===== config.mk =====
export PLATFORM = sky130hd
export DESIGN_NAME = sdh_irq_status
export DESIGN_NICKNAME = d
export VERILOG_FILES = /design/src/rtl/sdh_irq_pkg.sv /design/src/rtl/sdh_irq_edge.sv /design/src/rtl/sdh_irq_sticky.sv /design/src/rtl/sdh_irq_decode.sv /design/src/rtl/sdh_irq_status.sv
export SDC_FILE = /design/constraint.sdc
export NUM_CORES = 1
export LEC_CHECK = 0
export CORE_ASPECT_RATIO = 0.6
export CORE_MARGIN = 4
export CORE_UTILIZATION = 40
export CTS_BUF_LIST = sky130_fd_sc_hd__clkbuf_8
export DETAILED_ROUTE_END_ITERATION = 10
export PLACE_DENSITY = 0.68
export REMOVE_ABC_BUFFERS = 1
export SYNTH_ARGS = -nofsm -noshare
export SYNTH_HDL_FRONTEND = slang
export SYNTH_SLANG_ARGS = --single-unit

===== constraint.sdc =====
create_clock -name clk -period 6.5 [get_ports clk]
set_input_delay 0.65 -clock clk [delete_from_list [all_inputs] [get_ports clk]]
set_output_delay 0.65 -clock clk [all_outputs]
set_load 0.005 [all_outputs]

===== src/rtl/sdh_irq_pkg.sv =====
package sdh_irq_pkg;

  // byte offsets decoded by the register port
  localparam int unsigned OFS_ST1 = 32'h38;
  localparam int unsigned OFS_ST2 = 32'h3C;
  localparam int unsigned OFS_MK1 = 32'h40;
  localparam int unsigned OFS_MK2 = 32'h44;

  // first status word bit positions
  localparam int B1_RSP  = 0;
  localparam int B1_DATA = 2;
  localparam int B1_OUT  = 3;
  localparam int B1_IN   = 4;
  localparam int B1_CD   = 5;

  // second status word bit positions
  localparam int B2_DAT0 = 7;
  localparam int B2_RBUF = 8;
  localparam int B2_WBUF = 9;
  localparam int B2_BUSY = 14;
  localparam int B2_ILA  = 15;
  localparam int NUM_ERR = 7;

  // which bits hold sticky state
  localparam logic [31:0] STK1_KEEP = 32'h0000_001D;
  localparam logic [31:0] STK2_KEEP = 32'h0000_837F;

  typedef enum logic [2:0] {
    RS_NONE,
    RS_ST1,
    RS_ST2,
    RS_MK1,
    RS_MK2
  } regsel_e;

endpackage


===== src/rtl/sdh_irq_edge.sv =====
module sdh_irq_edge #(
  parameter int W = 2
) (
  input  logic         clk,
  input  logic         rst,
  input  logic [W-1:0] lvl,
  output logic [W-1:0] rise
);

  for (genvar i = 0; i < W; i++) begin : g_det
    logic prev_q;
    always_ff @(posedge clk) begin
      if (rst) prev_q <= 1'b0;
      else     prev_q <= lvl[i];
    end
    assign rise[i] = lvl[i] & ~prev_q;
  end

endmodule


===== src/rtl/sdh_irq_sticky.sv =====
module sdh_irq_sticky #(
  parameter int           W    = 32,
  parameter logic [W-1:0] KEEP = '1
) (
  input  logic         clk,
  input  logic         rst,
  input  logic         clr_en,
  input  logic [W-1:0] clr_data,
  input  logic [W-1:0] set,
  output logic [W-1:0] q,
  output logic [W-1:0] nxt
);

  logic [W-1:0] kept;

  // zero clears, one keeps; a set in the same cycle takes priority
  always_comb begin
    kept = clr_en ? (q & clr_data) : q;
    nxt  = (kept | set) & KEEP;
  end

  always_ff @(posedge clk) begin
    if (rst) q <= '0;
    else     q <= nxt;
  end

endmodule


===== src/rtl/sdh_irq_decode.sv =====
module sdh_irq_decode
  import sdh_irq_pkg::*;
#(
  parameter int          ADDR_W   = 8,
  parameter int unsigned ST1_ADDR = OFS_ST1,
  parameter int unsigned ST2_ADDR = OFS_ST2,
  parameter int unsigned MK1_ADDR = OFS_MK1,
  parameter int unsigned MK2_ADDR = OFS_MK2
) (
  input  logic              sel,
  input  logic              we,
  input  logic [ADDR_W-1:0] addr,
  output regsel_e           rsel,
  output logic              rd_en,
  output logic              wr_st1,
  output logic              wr_st2,
  output logic              wr_mk1,
  output logic              wr_mk2
);

  localparam logic [ADDR_W-1:0] A_ST1 = ADDR_W'(ST1_ADDR);
  localparam logic [ADDR_W-1:0] A_ST2 = ADDR_W'(ST2_ADDR);
  localparam logic [ADDR_W-1:0] A_MK1 = ADDR_W'(MK1_ADDR);
  localparam logic [ADDR_W-1:0] A_MK2 = ADDR_W'(MK2_ADDR);

  always_comb begin
    if      (addr == A_ST1) rsel = RS_ST1;
    else if (addr == A_ST2) rsel = RS_ST2;
    else if (addr == A_MK1) rsel = RS_MK1;
    else if (addr == A_MK2) rsel = RS_MK2;
    else                    rsel = RS_NONE;
  end

  assign rd_en  = sel & ~we;
  assign wr_st1 = sel & we & (rsel == RS_ST1);
  assign wr_st2 = sel & we & (rsel == RS_ST2);
  assign wr_mk1 = sel & we & (rsel == RS_MK1);
  assign wr_mk2 = sel & we & (rsel == RS_MK2);

endmodule


===== src/rtl/sdh_irq_status.sv =====
module sdh_irq_status
  import sdh_irq_pkg::*;
#(
  parameter int          DATA_W   = 32,
  parameter int          ADDR_W   = 8,
  parameter int unsigned ST1_ADDR = OFS_ST1,
  parameter int unsigned ST2_ADDR = OFS_ST2,
  parameter int unsigned MK1_ADDR = OFS_MK1,
  parameter int unsigned MK2_ADDR = OFS_MK2
) (
  input  logic              clk,
  input  logic              rst,
  input  logic              bus_sel,
  input  logic              bus_we,
  input  logic [ADDR_W-1:0] bus_addr,
  input  logic [DATA_W-1:0] bus_wdata,
  output logic [DATA_W-1:0] bus_rdata,
  input  logic              ev_rsp_done,
  input  logic              ev_data_done,
  input  logic              ev_card_in,
  input  logic              ev_card_out,
  input  logic              ev_err_access,
  input  logic [NUM_ERR-1:0] ev_err_cause,
  input  logic              rbuf_full,
  input  logic              wbuf_room,
  input  logic              lvl_card,
  input  logic              lvl_dat0,
  input  logic              lvl_cmd_busy,
  output logic              irq
);

  localparam logic [DATA_W-1:0] KEEP1 = DATA_W'(STK1_KEEP);
  localparam logic [DATA_W-1:0] KEEP2 = DATA_W'(STK2_KEEP);
  localparam int NUM_MASK = 2;

  regsel_e     rsel;
  logic        rd_en, wr_st1, wr_st2, wr_mk1, wr_mk2;
  logic [1:0]  buf_rise;
  logic [DATA_W-1:0] set1, set2;
  logic [DATA_W-1:0] st1_q, st1_nxt, st2_q, st2_nxt;
  logic [DATA_W-1:0] mk_q   [NUM_MASK];
  logic [DATA_W-1:0] mk_nxt [NUM_MASK];
  logic [NUM_MASK-1:0] wr_mk;
  logic [DATA_W-1:0] live1, live2, rd_val;

  sdh_irq_decode #(
    .ADDR_W(ADDR_W), .ST1_ADDR(ST1_ADDR), .ST2_ADDR(ST2_ADDR),
    .MK1_ADDR(MK1_ADDR), .MK2_ADDR(MK2_ADDR)
  ) u_dec (
    .sel(bus_sel), .we(bus_we), .addr(bus_addr), .rsel(rsel), .rd_en(rd_en),
    .wr_st1(wr_st1), .wr_st2(wr_st2), .wr_mk1(wr_mk1), .wr_mk2(wr_mk2)
  );

  // bit 0 = read buffer filled, bit 1 = write buffer emptied
  sdh_irq_edge #(.W(2)) u_edge (
    .clk(clk), .rst(rst), .lvl({wbuf_room, rbuf_full}), .rise(buf_rise)
  );

  assign set1 = DATA_W'({ev_card_in, ev_card_out, ev_data_done, 1'b0, ev_rsp_done});
  assign set2 = DATA_W'({ev_err_access, 5'b0, buf_rise[1], buf_rise[0], 1'b0, ev_err_cause});

  sdh_irq_sticky #(.W(DATA_W), .KEEP(KEEP1)) u_st1 (
    .clk(clk), .rst(rst), .clr_en(wr_st1), .clr_data(bus_wdata),
    .set(set1), .q(st1_q), .nxt(st1_nxt)
  );

  sdh_irq_sticky #(.W(DATA_W), .KEEP(KEEP2)) u_st2 (
    .clk(clk), .rst(rst), .clr_en(wr_st2), .clr_data(bus_wdata),
    .set(set2), .q(st2_q), .nxt(st2_nxt)
  );

  assign wr_mk = {wr_mk2, wr_mk1};

  for (genvar m = 0; m < NUM_MASK; m++) begin : g_mask
    assign mk_nxt[m] = wr_mk[m] ? bus_wdata : mk_q[m];
    always_ff @(posedge clk) begin
      if (rst) mk_q[m] <= '1;
      else     mk_q[m] <= mk_nxt[m];
    end
  end

  // live levels join the sticky bits only on the read path
  assign live1 = DATA_W'(lvl_card) << B1_CD;
  assign live2 = (DATA_W'(lvl_cmd_busy) << B2_BUSY) | (DATA_W'(lvl_dat0) << B2_DAT0);

  always_comb begin
    unique case (rsel)
      RS_ST1:  rd_val = st1_q | live1;
      RS_ST2:  rd_val = st2_q | live2;
      RS_MK1:  rd_val = mk_q[0];
      RS_MK2:  rd_val = mk_q[1];
      default: rd_val = '0;
    endcase
  end

  always_ff @(posedge clk) begin
    if (rst)        bus_rdata <= '0;
    else if (rd_en) bus_rdata <= rd_val;
  end

  // built from next-state so irq lines up with the status registers
  always_ff @(posedge clk) begin
    if (rst) irq <= 1'b0;
    else     irq <= (|(st1_nxt & ~mk_nxt[0])) | (|(st2_nxt & ~mk_nxt[1]));
  end

endmodule


Word-level counts from Yosys, hierarchy flattened
Memory sizes are Yosys's and may differ from the RTL's.
Index checks and enable logic that the tools add are counted.
- bits in writable memories: 64
- register bits: 49
- memories: 1
- bits of input ports: 61
- logic and storage cells: 56
- memory list (name ; words ; width ; read ports ; clocked after Yosys merged registers in ; wr ports ; RTL line ; RTL):
    mk_q ; 2 ; 32 ; 2 ; 0 ; 2 ; sdh_irq_status.sv:41 ; logic [DATA_W-1:0] mk_q [NUM_MASK];
- eq/ne operators: 8
- bitwise gates (word level): 25
- reductions and logical operators: 2
- muxes and demuxes: 14
- operators by type and width (cell ; number):
    $mux W32 ; 4
    $pmux W32 S4 ; 1
    $not A32 Y32 ; 2
    $reduce_or A32 Y1 ; 2
    $and A16 B32 Y32 ; 1
    $and A5 B32 Y32 ; 1
    $and A16 B16 Y16 ; 1
    $eq A8 B6 Y1 const B ; 2
    $eq A8 B7 Y1 const B ; 2
    $mux W16 ; 1
    $or A16 B15 Y16 ; 1
    $or A16 B16 Y16 ; 1
    $or A15 B8 Y15 ; 1
    $mux W3 ; 4
    $and A1 B1 Y1 ; 8
    $eq A3 B2 Y1 const B ; 2
    $or A5 B6 Y6 ; 1
    $and A5 B5 Y5 ; 1
    $mux W5 ; 1
    $or A5 B5 Y5 ; 1
    $eq A3 B1 Y1 const B ; 1
    $eq A3 B3 Y1 const B ; 1
    $mux W1 ; 3
    $not A1 Y1 ; 3
    $or A1 B1 Y1 ; 3

Longest topological paths before layout
- word-level depth: 12
- depth in mapped cells: 7

Modules after synthesis
From an unflattened synthesis, not the netlist that was laid out.
- cells, all modules: 690
- area, all modules: 6229.7 um2
- by module, submodules not included (module ; times used ; area each (um2) ; cells an instance):
    sdh_irq_status ; 1 ; 4486.8 ; 476
    sdh_irq_sticky at u_st2 ; 1 ; 877.1 ; 108
    sdh_irq_sticky at u_st1 ; 1 ; 653.1 ; 81
    sdh_irq_decode ; 1 ; 142.6 ; 19
    sdh_irq_edge ; 1 ; 70.1 ; 6

Least setup slack after synthesis
No wires, ideal clock.
- path kind: input to register
- start: input port bus_addr[7]
- end: register irq
- arrival time: 2.368 ns
- slack: 3.987 ns
- required time: 6.355 ns
- library setup time: 0.145 ns
- stages on the path: 6
- cells stage by stage: or4b_4 > buf_2 > o41ai_1 > a221oi_1 > a2111oi_2 > a41oi_1
- cells in the longest elaborated chain, start to end: 12
- elaborated cells between the ends (all ways): 29
- ends and longest elaborated chain (what ; RTL line ; RTL):
    start: declaration ; sdh_irq_status.sv:15 ; input logic [ADDR_W-1:0] bus_addr,
    $eq A8 B7 Y1 ; sdh_irq_decode.sv:30 ; else if (addr == A_MK2) rsel = RS_MK2;
    $mux W3 ; sdh_irq_decode.sv:30 ;
    $mux W3 ; sdh_irq_decode.sv:29 ; else if (addr == A_MK1) rsel = RS_MK1;
    $mux W3 ; sdh_irq_decode.sv:28 ; else if (addr == A_ST2) rsel = RS_ST2;
    $mux W3 * ; sdh_irq_decode.sv:27 ; if (addr == A_ST1) rsel = RS_ST1;
    $eq A3 B1 Y1, or another cell as far along ; sdh_irq_decode.sv:35 ; assign wr_st1 = sel & we & (rsel == RS_ST1);
    $and A1 B1 Y1 (on tied branches) ; - ;
    $mux W5, or another cell as far along ; sdh_irq_sticky.sv:18 ; kept = clr_en ? (q & clr_data) : q;
    $or A5 B5 Y5, or another cell as far along ; sdh_irq_sticky.sv:19 ; nxt = (kept | set) & KEEP;
    $and A5 B32 Y32 or $and A16 B32 Y32 (tied branches) ; sdh_irq_status.sv:104 ; else irq <= (|(st1_nxt & ~mk_nxt[0])) | (|(st2_nxt & ~mk_nxt[1]));
    $reduce_or A32 Y1 ; sdh_irq_status.sv:104 ;
    $or A1 B1 Y1 * ; sdh_irq_status.sv:104 ;
    end signal: assignment ; sdh_irq_status.sv:104 ;
    end: declaration ; sdh_irq_status.sv:29 ; output logic irq
Every way passes the cells marked *; elsewhere a longest branch is shown, timed or not.
A chain may end at the register's enable or synchronous reset.

Worst setup path after layout
- start: input port bus_addr[2]
- end: register irq
Same word-level chain as after synthesis.

==> metrics.md <==
| Metric | Value |
|---|---|
| Post-synth EDFFs | 0 |
| Post-CTS sizing | 0 |
| Max Fanout on Critical Path | 21 |
| Routability cong. | 0.863 |
| Largest net degree at the start of global routing | 114 |
| Root Driver | clkbuf_8 |
| Seq pwr share | 0.483 |
| Post-synthesis sequential area ratio | 0.479 |
| Worst path arrival time | between 3000 and 4000 ps |
| Setup crit end kind | flip-flop |
| Fin crit period | roughly 3600 ps |
| GR Overflow Total | 0 |
| Crit-path cells | clkdlybuf4s50_1 -> nand3_1 -> nor3_2 -> buf_4 -> a221oi_1 -> a2111oi_0 -> a41oi_1 |
| Met1 GRT Util | 0.307 |
| CP Class | in2reg |
| Port bufs | 93 |
| Clock sinks | 113 |
| GRT busiest layer | met1 |
| Vias | 4359 |
| Largest area contributor in the netlist | dfxtp_1 |
| Final HPWL DP | 9090 µm |
| Hold crit path type | reg2reg |
| Layout cell share with drive strength beyond 1 | 0.0882 |
| Max rail drop VDD | 0.165 mV |
| Die height | 92.2 µm |
| Worst Path Required | 6750 ps |
| F_max | 278 MHz |
| Vias in the first global route | 4290 |
| Critical path's top delay family | simple AND/OR/NAND/NOR gates |
| Startpoint types | input pin |
| DR iter-0 viols | 445 |
| Ys async rst share | 0 |
| Critical-path top delay cell | nor3_2 |
| Power Density | around 240 nW/µm² |
| Post CTS Setup Buffer Count | 0 |
| Slowest stage delay, CP | between 900 and 1000 ps |
| Cts-stage hold buffer count | 0 |
| First-pass GRT wire length | between 20000 and 25000 µm |
| H-tree levels | 4 |
| Core box area | 11400 µm² |
| GRT met2 Usage | 0.289 |
| Sw Ratio | 0.221 |
| Die width | 148 µm |
| Part of the power in the clock network | 0.452 |
| Comb pwr share | 0.065 |
| Ant diodes | 0 |
| Reg clk slew, reported paths | around 70 ps |
| Leakage power | 2.33 nW |
| Hold Fails Final Rpt | 0 |
| Initial Util | 0.414 |
| Yosys cell types | 45 |
| Met3 Use GR | 0.0657 |
| Post-synth top cells | dfxtp_1, nand2_1, nand3b_1 |
| Max-slew violation count | 0 |
| Post-route antenna net violation count | 0 |
| CTS buffer count | 17 |
| Psw | roughly 0.32 mW |
| Post-synth top area share | 0.479 |
| DP Area | 5760 µm² |
| Num ports | 94 |
| Setup TNS Final | 0 ps |
| MaxCap Viol Count | 0 |
| Initial antenna violation count | 0 |
| Worst-Margin Slew | roughly 1100 ps |
| Top cells by area, synth | dfxtp_1, nand2_1, nand3b_1, a2bb2oi_1, a22oi_1 |
| Total GRT Usage | 0.210 |
| CTS tree | built |
| Finish-stage setup viols | 0 |
| Period utilization | 0.554 |
| Die ar. | between 10000 and 15000 µm² |
| DR WL/cell | 18.2 µm |
| Ys Warns | 0 |
| Remaining DRCs | 0 |
| Total iterations of the first detailed-routing run | 7 |
| Layout area overhead | 30.0% |
| Design Power | 1.46 mW |
| Fillers | ~1100 |
| Clock Path Buffers | 2 |
| Yosys reg bits | 113 |
| Worst-Skew Late Latency | around 430 ps |
| Design area | 6140 µm² |
| Row count | 30 |
| Final WL | 14100 µm |
| Mapped Area | ~4700 µm² |
| Layout Nets | 663 |
| Syn avg cell area | about 9.0 µm² |
| Synth Flop Type | dfxtp_1 |
| RSZ-0062 raised after global routing | false |
| Outcome | complete, no violations |
| Vias per inst | about 5.6 |
| Cells after synthesis | about 530 |
| CP Buf/Inv Count | 2 |
| Reg-to-reg slack, setup | about 5100 ps |
| Int Power | between 1 and 1.5 mW |
| Clock Skews | 9.65 ps |
| Max-slew headroom | 0.293 |
| Most common cell in the netlist | dfxtp_1 |
path summary, 6_finish.rpt:
path | startpoint | end | cells past startpoint
worst max register to register | mk_q[1][9] | irq | 4
worst min-delay path | bus_rdata[3] | bus_rdata[3] | 2
worst max-delay path | bus_addr[2] | irq | 7
worst min register to register | bus_rdata[3] | bus_rdata[3] | 2
power groups by stage:
stage,clock network [mW],logic (mW),registers [mW]
finish,0.659,0.0940,0.704
global route,0.699,0.101,0.704
CTS,0.667,0.0928,0.704
detailed placement,0,0.0922,0.719
global placement,0,0.0926,0.719
floorplan,0,0.0278,0.718
cell usage in the layout (no fill, tap or decap), drive strengths merged, types with 6 or more instances in the layout:
| cell type | instances |
|---|---|
| inv | 12 |
| a222oi | 7 |
| a211o | 10 |
| dfxtp | 113 |
| o41ai | 10 |
| buf | 9 |
| nand2b | 6 |
| clkdlybuf4s50 | 92 |
| a22oi | 30 |
| nand3b | 51 |
| nor2 | 36 |
| a2bb2oi | 27 |
| or2 | 6 |
| clkbuf | 19 |
| a221oi | 6 |
| a21oi | 11 |
| nand2 | 106 |
kinds of logic (layout without fill, tap and decap cells):
kind of cell | Yosys count | count (layout) | share of synthesized area
buffers and inverters | 53 | 139 | 0.0453
muxes | 6 | 6 | 0.0146
DFF | 113 | 113 | 0.479
and+or+nand+nor | 232 | 232 | 0.252
AOI/OAI and AO/OA | 122 | 122 | 0.209
cell type report:
type                       instances  area [µm²]  area share
clock buffer                      19         262      0.0426
clock inverter                    10         121      0.0198
inverter                           9        33.8     0.00550
multi-input combinational        360        2280       0.371
sequential                       113        2260       0.368
tap                              160         200      0.0326
timing repair buffer             101         986       0.161
worst min-delay path: stages (launching register included):
cell and delay (ps):
dfxtp_1 310, nand2_1 50, a21oi_1 50
through the flow:
stage / std cells / utilization / hold slack, ps / worst slack [ps]
CTS: 772 / 0.538 / 462 / 2980
detailed placement: 743 / 0.505 / 450 / 2530
finish: 772 / 0.538 / 457 / 2900
floorplan: 482 / - / 436 / 2460
global placement: 743 / 0.505 / 447 / 2660
global route: 772 / 0.538 / 480 / 2620
layer usage:
layer  vias up  wire (µm)
li1       2056          -
met1      2090       6990
met2       197       5710
met3        16       1200
met4         0        163
met5         -          0
(Power assumes the default switching activity.)
